==> config.mk <==
export PLATFORM = sky130hd
export DESIGN_NAME = bank_timer_ctl
export DESIGN_NICKNAME = d
export VERILOG_FILES = /design/src/rtl/bank_timer_pkg.sv /design/src/rtl/bank_timer_region_dec.sv /design/src/rtl/bank_timer_latch_seq.sv /design/src/rtl/bank_timer_time_regs.sv /design/src/rtl/bank_timer_ctl.sv
export SDC_FILE = /design/constraint.sdc
export NUM_CORES = 1
export LEC_CHECK = 0
export BUFFER_PORTS_ARGS = -buffer_cell sky130_fd_sc_hd__buf_2
export CORE_UTILIZATION = 40
export CTS_BUF_LIST = sky130_fd_sc_hd__clkbuf_8
export DETAILED_ROUTE_END_ITERATION = 7
export GPL_ROUTABILITY_DRIVEN = 0
export PLACE_DENSITY = 0.65
export SLEW_MARGIN = 5
export SYNTH_ARGS = -nofsm -noshare
export SYNTH_HDL_FRONTEND = slang
export SYNTH_HIERARCHICAL = 1
export SYNTH_SLANG_ARGS = --single-unit
==> constraint.sdc <==
create_clock -name clk -period 3 [get_ports clk]
set_input_delay 0.9 -clock clk [delete_from_list [all_inputs] [get_ports clk]]
set_output_delay 0.9 -clock clk [all_outputs]
set_load 0.02 [all_outputs]
==> src/rtl/bank_timer_pkg.sv <==
package bank_timer_pkg;

    localparam int ROM_BANK_W = 7;
    localparam int RAM_BANK_W = 2;
    localparam int TIME_IDX_W = 3;

    typedef enum logic [1:0] {
        MAP_NONE = 2'd0,
        MAP_RAM  = 2'd1,
        MAP_TIME = 2'd2
    } win_map_e;

    typedef struct packed {
        logic                  enabled;
        win_map_e              map;
        logic [RAM_BANK_W-1:0] ram_bank;
        logic [ROM_BANK_W-1:0] rom_bank;
        logic [TIME_IDX_W-1:0] time_idx;
    } ctl_state_t;

    typedef struct packed {
        logic rom_hi;
        logic wr_enable;
        logic wr_rom;
        logic wr_sel;
        logic wr_latch;
        logic window;
    } region_t;

endpackage

==> src/rtl/bank_timer_region_dec.sv <==
module bank_timer_region_dec
    import bank_timer_pkg::*;
(
    input  logic [2:0] addr_top_i,
    output region_t    region_o
);

    always_comb begin
        region_o           = '0;
        region_o.rom_hi    = (addr_top_i[2:1] == 2'b01);
        region_o.wr_enable = (addr_top_i == 3'b000);
        region_o.wr_rom    = (addr_top_i == 3'b001);
        region_o.wr_sel    = (addr_top_i == 3'b010);
        region_o.wr_latch  = (addr_top_i == 3'b011);
        region_o.window    = (addr_top_i == 3'b101);
    end

    always_comb begin
        assert_regions_exclusive_R1: assert ($onehot0({region_o.wr_enable, region_o.wr_rom,
            region_o.wr_sel, region_o.wr_latch, region_o.window}))
            else $error("write regions overlap");
    end

endmodule

==> src/rtl/bank_timer_latch_seq.sv <==
module bank_timer_latch_seq #(
    parameter int DATA_W = 8
) (
    input  logic              clk,
    input  logic              rst_n,
    input  logic              wr_stb_i,
    input  logic [DATA_W-1:0] wdata_i,
    output logic              fire_o
);

    typedef struct packed {
        logic              valid;
        logic [DATA_W-1:0] value;
    } memo_t;

    memo_t memo_d, memo_q;

    always_comb begin
        memo_d = memo_q;
        fire_o = 1'b0;
        if (wr_stb_i) begin
            fire_o = memo_q.valid && (memo_q.value == '0) && (wdata_i == DATA_W'(1));
            memo_d.valid = 1'b1;
            memo_d.value = wdata_i;
        end
    end

    always_ff @(posedge clk) begin
        if (!rst_n) memo_q <= '0;
        else        memo_q <= memo_d;
    end

    property p_memo_after_fire;
        @(posedge clk) disable iff (!rst_n)
        fire_o |=> (memo_q.valid && memo_q.value == DATA_W'(1));
    endproperty
    assert_latch_memo_R6: assert property (p_memo_after_fire)
        else $error("latch memo not updated after fire");

endmodule

==> src/rtl/bank_timer_time_regs.sv <==
module bank_timer_time_regs #(
    parameter int N_REGS = 5,
    parameter int REG_W  = 8,
    parameter int IDX_W  = 3
) (
    input  logic                    clk,
    input  logic                    rst_n,
    input  logic                    latch_i,
    input  logic [N_REGS*REG_W-1:0] live_i,
    input  logic                    wb_stb_i,
    input  logic [IDX_W-1:0]        wb_idx_i,
    input  logic [REG_W-1:0]        wb_data_i,
    output logic [N_REGS*REG_W-1:0] latched_o,
    output logic [N_REGS*REG_W-1:0] wb_o
);

    logic [N_REGS-1:0][REG_W-1:0] lat_d, lat_q, wb_d, wb_q, live_w;

    assign live_w    = live_i;
    assign latched_o = lat_q;
    assign wb_o      = wb_q;

    for (genvar k = 0; k < N_REGS; k++) begin : g_slot
        always_comb begin
            lat_d[k] = latch_i ? live_w[k] : lat_q[k];
            wb_d[k]  = (wb_stb_i && wb_idx_i == IDX_W'(k)) ? wb_data_i : wb_q[k];
        end

        always_ff @(posedge clk) begin
            if (!rst_n) begin
                lat_q[k] <= '0;
                wb_q[k]  <= '0;
            end else begin
                lat_q[k] <= lat_d[k];
                wb_q[k]  <= wb_d[k];
            end
        end
    end

    property p_latch_copies;
        @(posedge clk) disable iff (!rst_n)
        latch_i |=> (latched_o == $past(live_i));
    endproperty
    assert_latch_copies_R6: assert property (p_latch_copies)
        else $error("latched registers differ from live values");

    property p_wb_hold;
        @(posedge clk) disable iff (!rst_n)
        !wb_stb_i |=> $stable(wb_o);
    endproperty
    assert_wb_hold_R8: assert property (p_wb_hold)
        else $error("write-back changed without a strobe");

endmodule

==> src/rtl/bank_timer_ctl.sv <==
module bank_timer_ctl
    import bank_timer_pkg::*;
#(
    parameter int NUM_TIME_REGS = 5,
    parameter int TIME_BASE     = 8
) (
    input  logic                          clk,
    input  logic                          rst_n,
    input  logic [15:0]                   bus_addr_i,
    input  logic                          bus_wr_i,
    input  logic [7:0]                    bus_wdata_i,
    input  logic [NUM_TIME_REGS*8-1:0]    live_time_i,
    output logic [ROM_BANK_W+13:0]        rom_addr_o,
    output logic [RAM_BANK_W+12:0]        ram_addr_o,
    output logic                          ram_sel_o,
    output logic                          ram_we_o,
    output logic [7:0]                    win_rdata_o,
    output logic                          win_rdata_valid_o,
    output logic [NUM_TIME_REGS*8-1:0]    time_wb_o
);

    localparam int RAM_BANKS = 1 << RAM_BANK_W;
    localparam int TIME_TOP  = TIME_BASE + NUM_TIME_REGS;

    ctl_state_t st_d, st_q;
    region_t    region;
    logic       latch_fire;
    logic       wb_stb;
    logic [NUM_TIME_REGS*8-1:0]      latched_flat;
    logic [NUM_TIME_REGS-1:0][7:0]   latched_w;
    logic [7:0]                      time_byte;

    bank_timer_region_dec u_dec (
        .addr_top_i (bus_addr_i[15:13]),
        .region_o   (region)
    );

    bank_timer_latch_seq #(.DATA_W(8)) u_latch (
        .clk      (clk),
        .rst_n    (rst_n),
        .wr_stb_i (bus_wr_i && region.wr_latch),
        .wdata_i  (bus_wdata_i),
        .fire_o   (latch_fire)
    );

    assign wb_stb = bus_wr_i && region.window && st_q.enabled && (st_q.map == MAP_TIME);

    bank_timer_time_regs #(
        .N_REGS (NUM_TIME_REGS),
        .REG_W  (8),
        .IDX_W  (TIME_IDX_W)
    ) u_time (
        .clk       (clk),
        .rst_n     (rst_n),
        .latch_i   (latch_fire),
        .live_i    (live_time_i),
        .wb_stb_i  (wb_stb),
        .wb_idx_i  (st_q.time_idx),
        .wb_data_i (bus_wdata_i),
        .latched_o (latched_flat),
        .wb_o      (time_wb_o)
    );

    assign latched_w = latched_flat;

    // next-state computation for the control registers
    always_comb begin
        st_d = st_q;
        if (bus_wr_i) begin
            if (region.wr_enable) begin
                st_d.enabled = (bus_wdata_i[3:0] == 4'hA);
            end
            if (region.wr_rom) begin
                st_d.rom_bank = (bus_wdata_i[ROM_BANK_W-1:0] == '0)
                              ? ROM_BANK_W'(1) : bus_wdata_i[ROM_BANK_W-1:0];
            end
            if (region.wr_sel) begin
                if (bus_wdata_i < 8'(RAM_BANKS)) begin
                    st_d.ram_bank = bus_wdata_i[RAM_BANK_W-1:0];
                    st_d.map      = MAP_RAM;
                end else if (bus_wdata_i >= 8'(TIME_BASE) && bus_wdata_i < 8'(TIME_TOP)) begin
                    st_d.time_idx = TIME_IDX_W'(bus_wdata_i - 8'(TIME_BASE));
                    st_d.map      = MAP_TIME;
                end
            end
        end
    end

    always_ff @(posedge clk) begin
        if (!rst_n) begin
            st_q          <= '0;
            st_q.map      <= MAP_NONE;
            st_q.rom_bank <= ROM_BANK_W'(1);
        end else begin
            st_q <= st_d;
        end
    end

    // selected latched byte
    always_comb begin
        time_byte = 8'hFF;
        for (int k = 0; k < NUM_TIME_REGS; k++) begin
            if (st_q.time_idx == TIME_IDX_W'(k)) time_byte = latched_w[k];
        end
    end

    // address and data outputs
    always_comb begin
        rom_addr_o = region.rom_hi ? {st_q.rom_bank, bus_addr_i[13:0]}
                                   : {{ROM_BANK_W{1'b0}}, bus_addr_i[13:0]};
        ram_addr_o        = {st_q.ram_bank, bus_addr_i[12:0]};
        ram_sel_o         = region.window && st_q.enabled && (st_q.map == MAP_RAM);
        ram_we_o          = ram_sel_o && bus_wr_i;
        win_rdata_valid_o = region.window && !ram_sel_o;
        win_rdata_o       = (st_q.enabled && st_q.map == MAP_TIME) ? time_byte : 8'hFF;
    end

    property p_bank_nonzero;
        @(posedge clk) disable iff (!rst_n)
        st_q.rom_bank != '0;
    endproperty
    assert_bank_nonzero_R2: assert property (p_bank_nonzero)
        else $error("ROM bank register holds zero");

    property p_enable_set;
        @(posedge clk) disable iff (!rst_n)
        (bus_wr_i && bus_addr_i[15:13] == 3'b000 && bus_wdata_i[3:0] == 4'hA) |=> st_q.enabled;
    endproperty
    assert_enable_set_R1: assert property (p_enable_set)
        else $error("enable write did not enable access");

    property p_sel_ignore;
        @(posedge clk) disable iff (!rst_n)
        (bus_wr_i && bus_addr_i[15:13] == 3'b010 && bus_wdata_i >= 8'(RAM_BANKS)
            && (bus_wdata_i < 8'(TIME_BASE) || bus_wdata_i >= 8'(TIME_TOP)))
        |=> ($stable(st_q.map) && $stable(st_q.ram_bank) && $stable(st_q.time_idx));
    endproperty
    assert_sel_ignore_R5: assert property (p_sel_ignore)
        else $error("rejected select value changed the mapping");

    property p_we_needs_sel;
        @(posedge clk) disable iff (!rst_n)
        ram_we_o |-> (ram_sel_o && bus_wr_i && bus_addr_i[15:13] == 3'b101);
    endproperty
    assert_we_needs_sel_R7: assert property (p_we_needs_sel)
        else $error("RAM write strobe outside a selected RAM access");

    property p_disabled_ff;
        @(posedge clk) disable iff (!rst_n)
        (win_rdata_valid_o && !st_q.enabled) |-> (win_rdata_o == 8'hFF);
    endproperty
    assert_disabled_ff_R8: assert property (p_disabled_ff)
        else $error("disabled window did not read 0xFF");

endmodule

* Word-level counts from Yosys, hierarchy flattened
Index checks and enable logic that the tools add are counted.
** Word-level totals
- Register bits after elaboration :: 104
- Output and inout port bits :: 87
- Logic and storage cells :: 74
- Input port bits :: 67
** Cells by class
- Eq/ne operators :: 13
- Mux-type cells :: 11
- Reductions and logical operators :: 28
- Order comparisons :: 3
- Add/subtract/negate cells :: 1
- Bitwise gates (word level) :: 1
** Operators with widths (number)
- 8-bit two-way mux :: 6
- 21-bit two-way mux :: 1
- 1-bit logical AND :: 17
- 3-bit by 2-bit equality test with 1-bit output, second input constant :: 4
- 8-bit by 1-bit equality test with 1-bit output, second input constant :: 1
- 8-bit by 4-bit >= comparator with 1-bit output, second input constant :: 1
- 8-bit zero test :: 1
- 8-bit by 3-bit < comparator with 1-bit output, second input constant :: 1
- 8-bit by 4-bit < comparator with 1-bit output, second input constant :: 1
- 7-bit zero test :: 1
- 7-bit two-way mux :: 1
- 3-bit by 1-bit equality test with 1-bit output, second input constant :: 2
- 3-bit equality test, second input constant :: 2
- 3-bit zero test :: 2
- 3-bit AND reduction :: 2
- 2-bit by 1-bit equality test with 1-bit output, second input constant :: 2
- 4-bit equality test, second input constant :: 1
- 2-bit two-way mux :: 2
- 2-bit AND reduction :: 2
- 4-bit AND reduction :: 1
- 3-bit by 1-bit subtractor with 3-bit output, second input constant :: 1
- 2-bit equality test, second input constant :: 1
- 2-bit nonzero test :: 1
- 1-bit zero test :: 1
- other kinds (2) :: 2

* Longest topological paths before layout
- Depth in word-level cells :: 7
- Gate-level depth with buffers :: 10
- Depth with buffers taken out :: 7

* By module
Netlist, hierarchy kept.
** By module, submodules not included
- bank_timer_time_regs :: area each 3031.7 sq um, times used 1, cells each 273, sequential area each 1601.5 sq um
- bank_timer_ctl :: area each 1255.0 sq um, times used 1, cells each 152, sequential area each 300.3 sq um
- bank_timer_latch_seq :: area each 396.6 sq um, times used 1, cells each 34, sequential area each 180.2 sq um
- bank_timer_region_dec :: area each 46.3 sq um, times used 1, cells each 6, sequential area each 0.0 sq um

* Worst setup path after synthesis
No wires, ideal clock.
- Path kind :: input to output
- From :: input port bus_addr_i[14]
- To :: output port ram_we_o
- Arrival :: 1738 ps
- Path buffers :: 0
- Path slack :: 362 ps
- Required time :: 2100 ps
- Stages :: 3
- Cells stage by stage :: and3b_2 -> and4b_1 -> and2_1
** On the way
- Word-level cells in the longest chain between the ends :: 4
** Ends and longest elaborated chain
- from (decl) :: line bank_timer_ctl.sv:9 : input logic [15:0] bus_addr_i,
- 3-bit equality test :: line bank_timer_region_dec.sv:15 : region_o.window = (addr_top_i == 3'b101);
- 1-bit logical AND (2 in a row) :: line bank_timer_ctl.sv:112 : ram_sel_o = region.window && st_q.enabled && (st_q.map == MAP_RAM);
- net ram_sel_o :: line bank_timer_ctl.sv:15 : output logic ram_sel_o,
- 1-bit logical AND :: line bank_timer_ctl.sv:113 : ram_we_o = ram_sel_o && bus_wr_i;
- to (decl) :: line bank_timer_ctl.sv:16 : output logic ram_we_o,
The timed path passes the listed nets, and every way through them passes these cells.

==> impl_metrics.tcl <==
set metrics [dict create \
    status "finished clean" \
    setup_tns_ns 0 \
    crit_chain "buf_2, and3b_2, and4b_1, and2_1, buf_2" \
    vdd_ir_drop_max_mv 0.286 \
    min_from "st_q[5]" \
    cp.buffers_inverters 2 \
    fin_crit_sh_pct 90.5 \
    hold_path.class "reg2reg" \
    cp.required_ns 2.10 \
    crit_family "simple AND/OR/NAND/NOR gates" \
    final_cell_area_um2 5390 \
    synthesis.nets 532 \
    rows 39 \
    cts_tree "built" \
    worstSetupPathType "in2out" \
    wirelength_um 10600 \
    vias_per_cell 4.97 \
    n_antenna_cell 0 \
    crit_top_cell "buf_2" \
    first_global_vias 3499 \
    port_buffers 114 \
    clkLatencyLatePin_ns 0.37 \
    final_nets 614 \
    startpoint "bus_addr_i[14]" \
    leakage_nw 2.24 \
    ys_types 43 \
    remaining_drc_errors 0 \
    clockBufferDepth 2 \
    p_sw_share_pct 23.0 \
    grt_usage_pct 17.6 \
    grt_max_degree 48 \
    fin_ws_ns 0.286 \
    maxSlewViolCount 0 \
    fmax_ghz 0.368 \
    grt_overflow 0 \
    crit_slowest_cell "and3b_2" \
    arrival_ns 1.81 \
    tightestPinTransition_ns 0.734 \
    fill_cells 1108 \
    comb_power_share_pct 5.5 \
    ys.flop_type "dfxtp_1" \
    finClkSkew_ns 0.0122 \
    dr.pass1.iters 4 \
    r2r_cells 6 \
    drt_iter0_markers 138 \
    r2r-start "u_latch/memo_q[3]" \
    antenna_found_initial 0 \
    reg2reg_to "u_time/latched_o[35]" \
    routedWlPerCell_um 15.2 \
    grt_pass1_wl_um 17300 \
    power_density_nw_per_um2 444 \
    drive_above_1_share_pct 27.9 \
    cts-htree-levels 3 \
    yosysWarnings 6 \
    cts_root_buffer "clkbuf_8" \
    dpl.hpwl_um 7590 \
    synth-edff-count 0 \
    cts-buffers-inserted 9 \
    ioPinCount 154 \
    internal_power_mw 1.84 \
    clockPowerShare_pct 36.6 \
    worst_hold_path.endpoint "st_q[5]" \
    period_needed_ns 2.71 \
    async_flop_share_pct 0 \
    syn_inst 465 \
    start_util_pct 41.2 \
    slew_headroom_pct 51.1 \
    ys_seq_area_share_pct 44.0 \
    syn2layout_area_growth_pct 14.0 \
    ys_seq_elements 104 \
    pre_cts_slack_ns 0.152 \
    rsz0062_at_grt "no" \
    whs_path_depth 2 \
    p_seq_share_pct 57.9 \
    p_sw_uw 552 \
    max_cap_violations 0 \
    setup_viol 0 \
    fp.dieArea_um2 12300 \
    crit_fanout 6 \
    dieWidth_um 111 \
    antenna_left 0 \
    syn_avg_cell_area_um2 10.2 \
    hold_violations 0 \
    worst_path_largest_cell_delay_ns 0.26 \
    start_kind "input pin" \
    holdWs_ns 0.457 \
    path_clk_slew_ns 0.10 \
    critPathCaptureType "primary output" \
    dpl_cell_area_um2 5200 \
    syn_area_um2 4730 \
    die_h_um 111 \
    cts_sinks 104 \
    r2r_setup_slack_ns 1.11 \
    vias 3446 \
    core_area_um2 11500 \
]
==> repair_timing <==
item                       in CTS  in global routing
setup endpoints to repair       0                  3
hold buffers                    0                  0
resized for setup               0                  1
buffers inserted                0                  0
==> how the worst max path moves through the flow <==
stage	cells after the start	to
2_1_floorplan	3	ram_we_o
3_3_place_gp	9	u_time/latched_o[25]
3_5_place_dp	9	u_time/latched_o[35]
4_1_cts	4	win_rdata_o[3]
5_1_grt	4	win_rdata_o[3]
6_report	5	ram_we_o
==> worst reg2reg max path: stages (launching register included) <==
cell,delay (ns)
dfxtp_1,0.33
nor4b_1,0.30
nand4_1,0.20
nor4_4,0.31
buf_12,0.31
mux2i_1,0.27
nor2b_1,0.06
==> power by group through the flow <==
stage / Clock, mW / Combinational (mW) / Sequential, mW
after floorplan: 0 / 0.117 / 1.42
after global placement: 0 / 0.130 / 1.42
after detailed placement: 0 / 0.132 / 1.42
after CTS: 0.909 / 0.133 / 1.39
after global routing: 0.972 / 0.144 / 1.39
final: 0.878 / 0.131 / 1.39
==> per-layer routing <==
metal	vias to the layer above	share of wire, %	routed length [µm]	track usage [%]
li1	1710	-	-	-
met2	109	49	5140	29.2
met1	1617	43	4550	21.2
met5	-	0	0	0
met3	10	7.1	748	6.07
met4	0	1.3	141	5.60
==> placed cells by master (no fill, tap or decap), types with 5 or more instances in the layout <==
master	count
buf_4	12
o22ai_1	9
and2_1	10
mux2i_1	102
nor2_1	5
a22oi_1	8
buf_2	114
a21oi_1	7
nand2_1	66
nor2b_1	50
mux2_1	6
dfxtp_1	103
clkbuf_8	10
nand3_1	6
==> cell type report <==
class / count / area (µm²) / share of cell area [%]
Multi-Input combinational cell: 302 / 2230 / 41.3
Tap cell: 143 / 179 / 3.32
Sequential cell: 104 / 2080 / 38.6
Clock buffer: 10 / 138 / 2.55
Inverter: 2 / 7.51 / 0.139
Clock inverter: 5 / 56.3 / 1.04
Timing Repair Buffer: 128 / 701 / 13.0
==> sequential cells by signal (all words and copies together) (netlist names) <==
signal	flops
u_time/latched_o	40
st_q	13
u_latch/memo_q	9
u_time/wb_o	40
ram_addr_o	2
==> Yosys cell counts (all sizes together), types with 2 or more instances <==
library cell	instances	area, µm²
a21oi	7	35.0
a22oi	8	60.1
and2	10	62.6
and3b	3	28.8
buf	51	394
clkbuf	6	26.3
dfxtp	104	2080
inv	2	7.51
mux2	8	90.1
mux2i	102	1020
nand2	66	248
nand2b	2	12.5
nand3	6	30.0
nand4	2	18.8
nand4bb	2	22.5
nor2	5	18.8
nor2b	50	313
nor3	3	20.0
nor3b	3	27.5
nor4	2	18.8
nor4b	3	47.5
o21ai	2	10.0
o22ai	9	56.3
==> stage by stage <==
step / instances / total power [mW] / util, %
after floorplan: 465 / 1.54 / -
final: 694 / 2.40 / 47.0
after global routing: 694 / 2.50 / 47.0
after global placement: 679 / 1.55 / 45.3
after CTS: 694 / 2.43 / 47.0
after detailed placement: 679 / 1.55 / 45.3
==> cells by family after synthesis <==
kind of cell / share of synthesized area (%)
flops: 44.0
buf+inv: 9.05
simple gates: 19.5
compound gates: 3.92
mux: 23.5
Power figures use the tool's default switching activity.
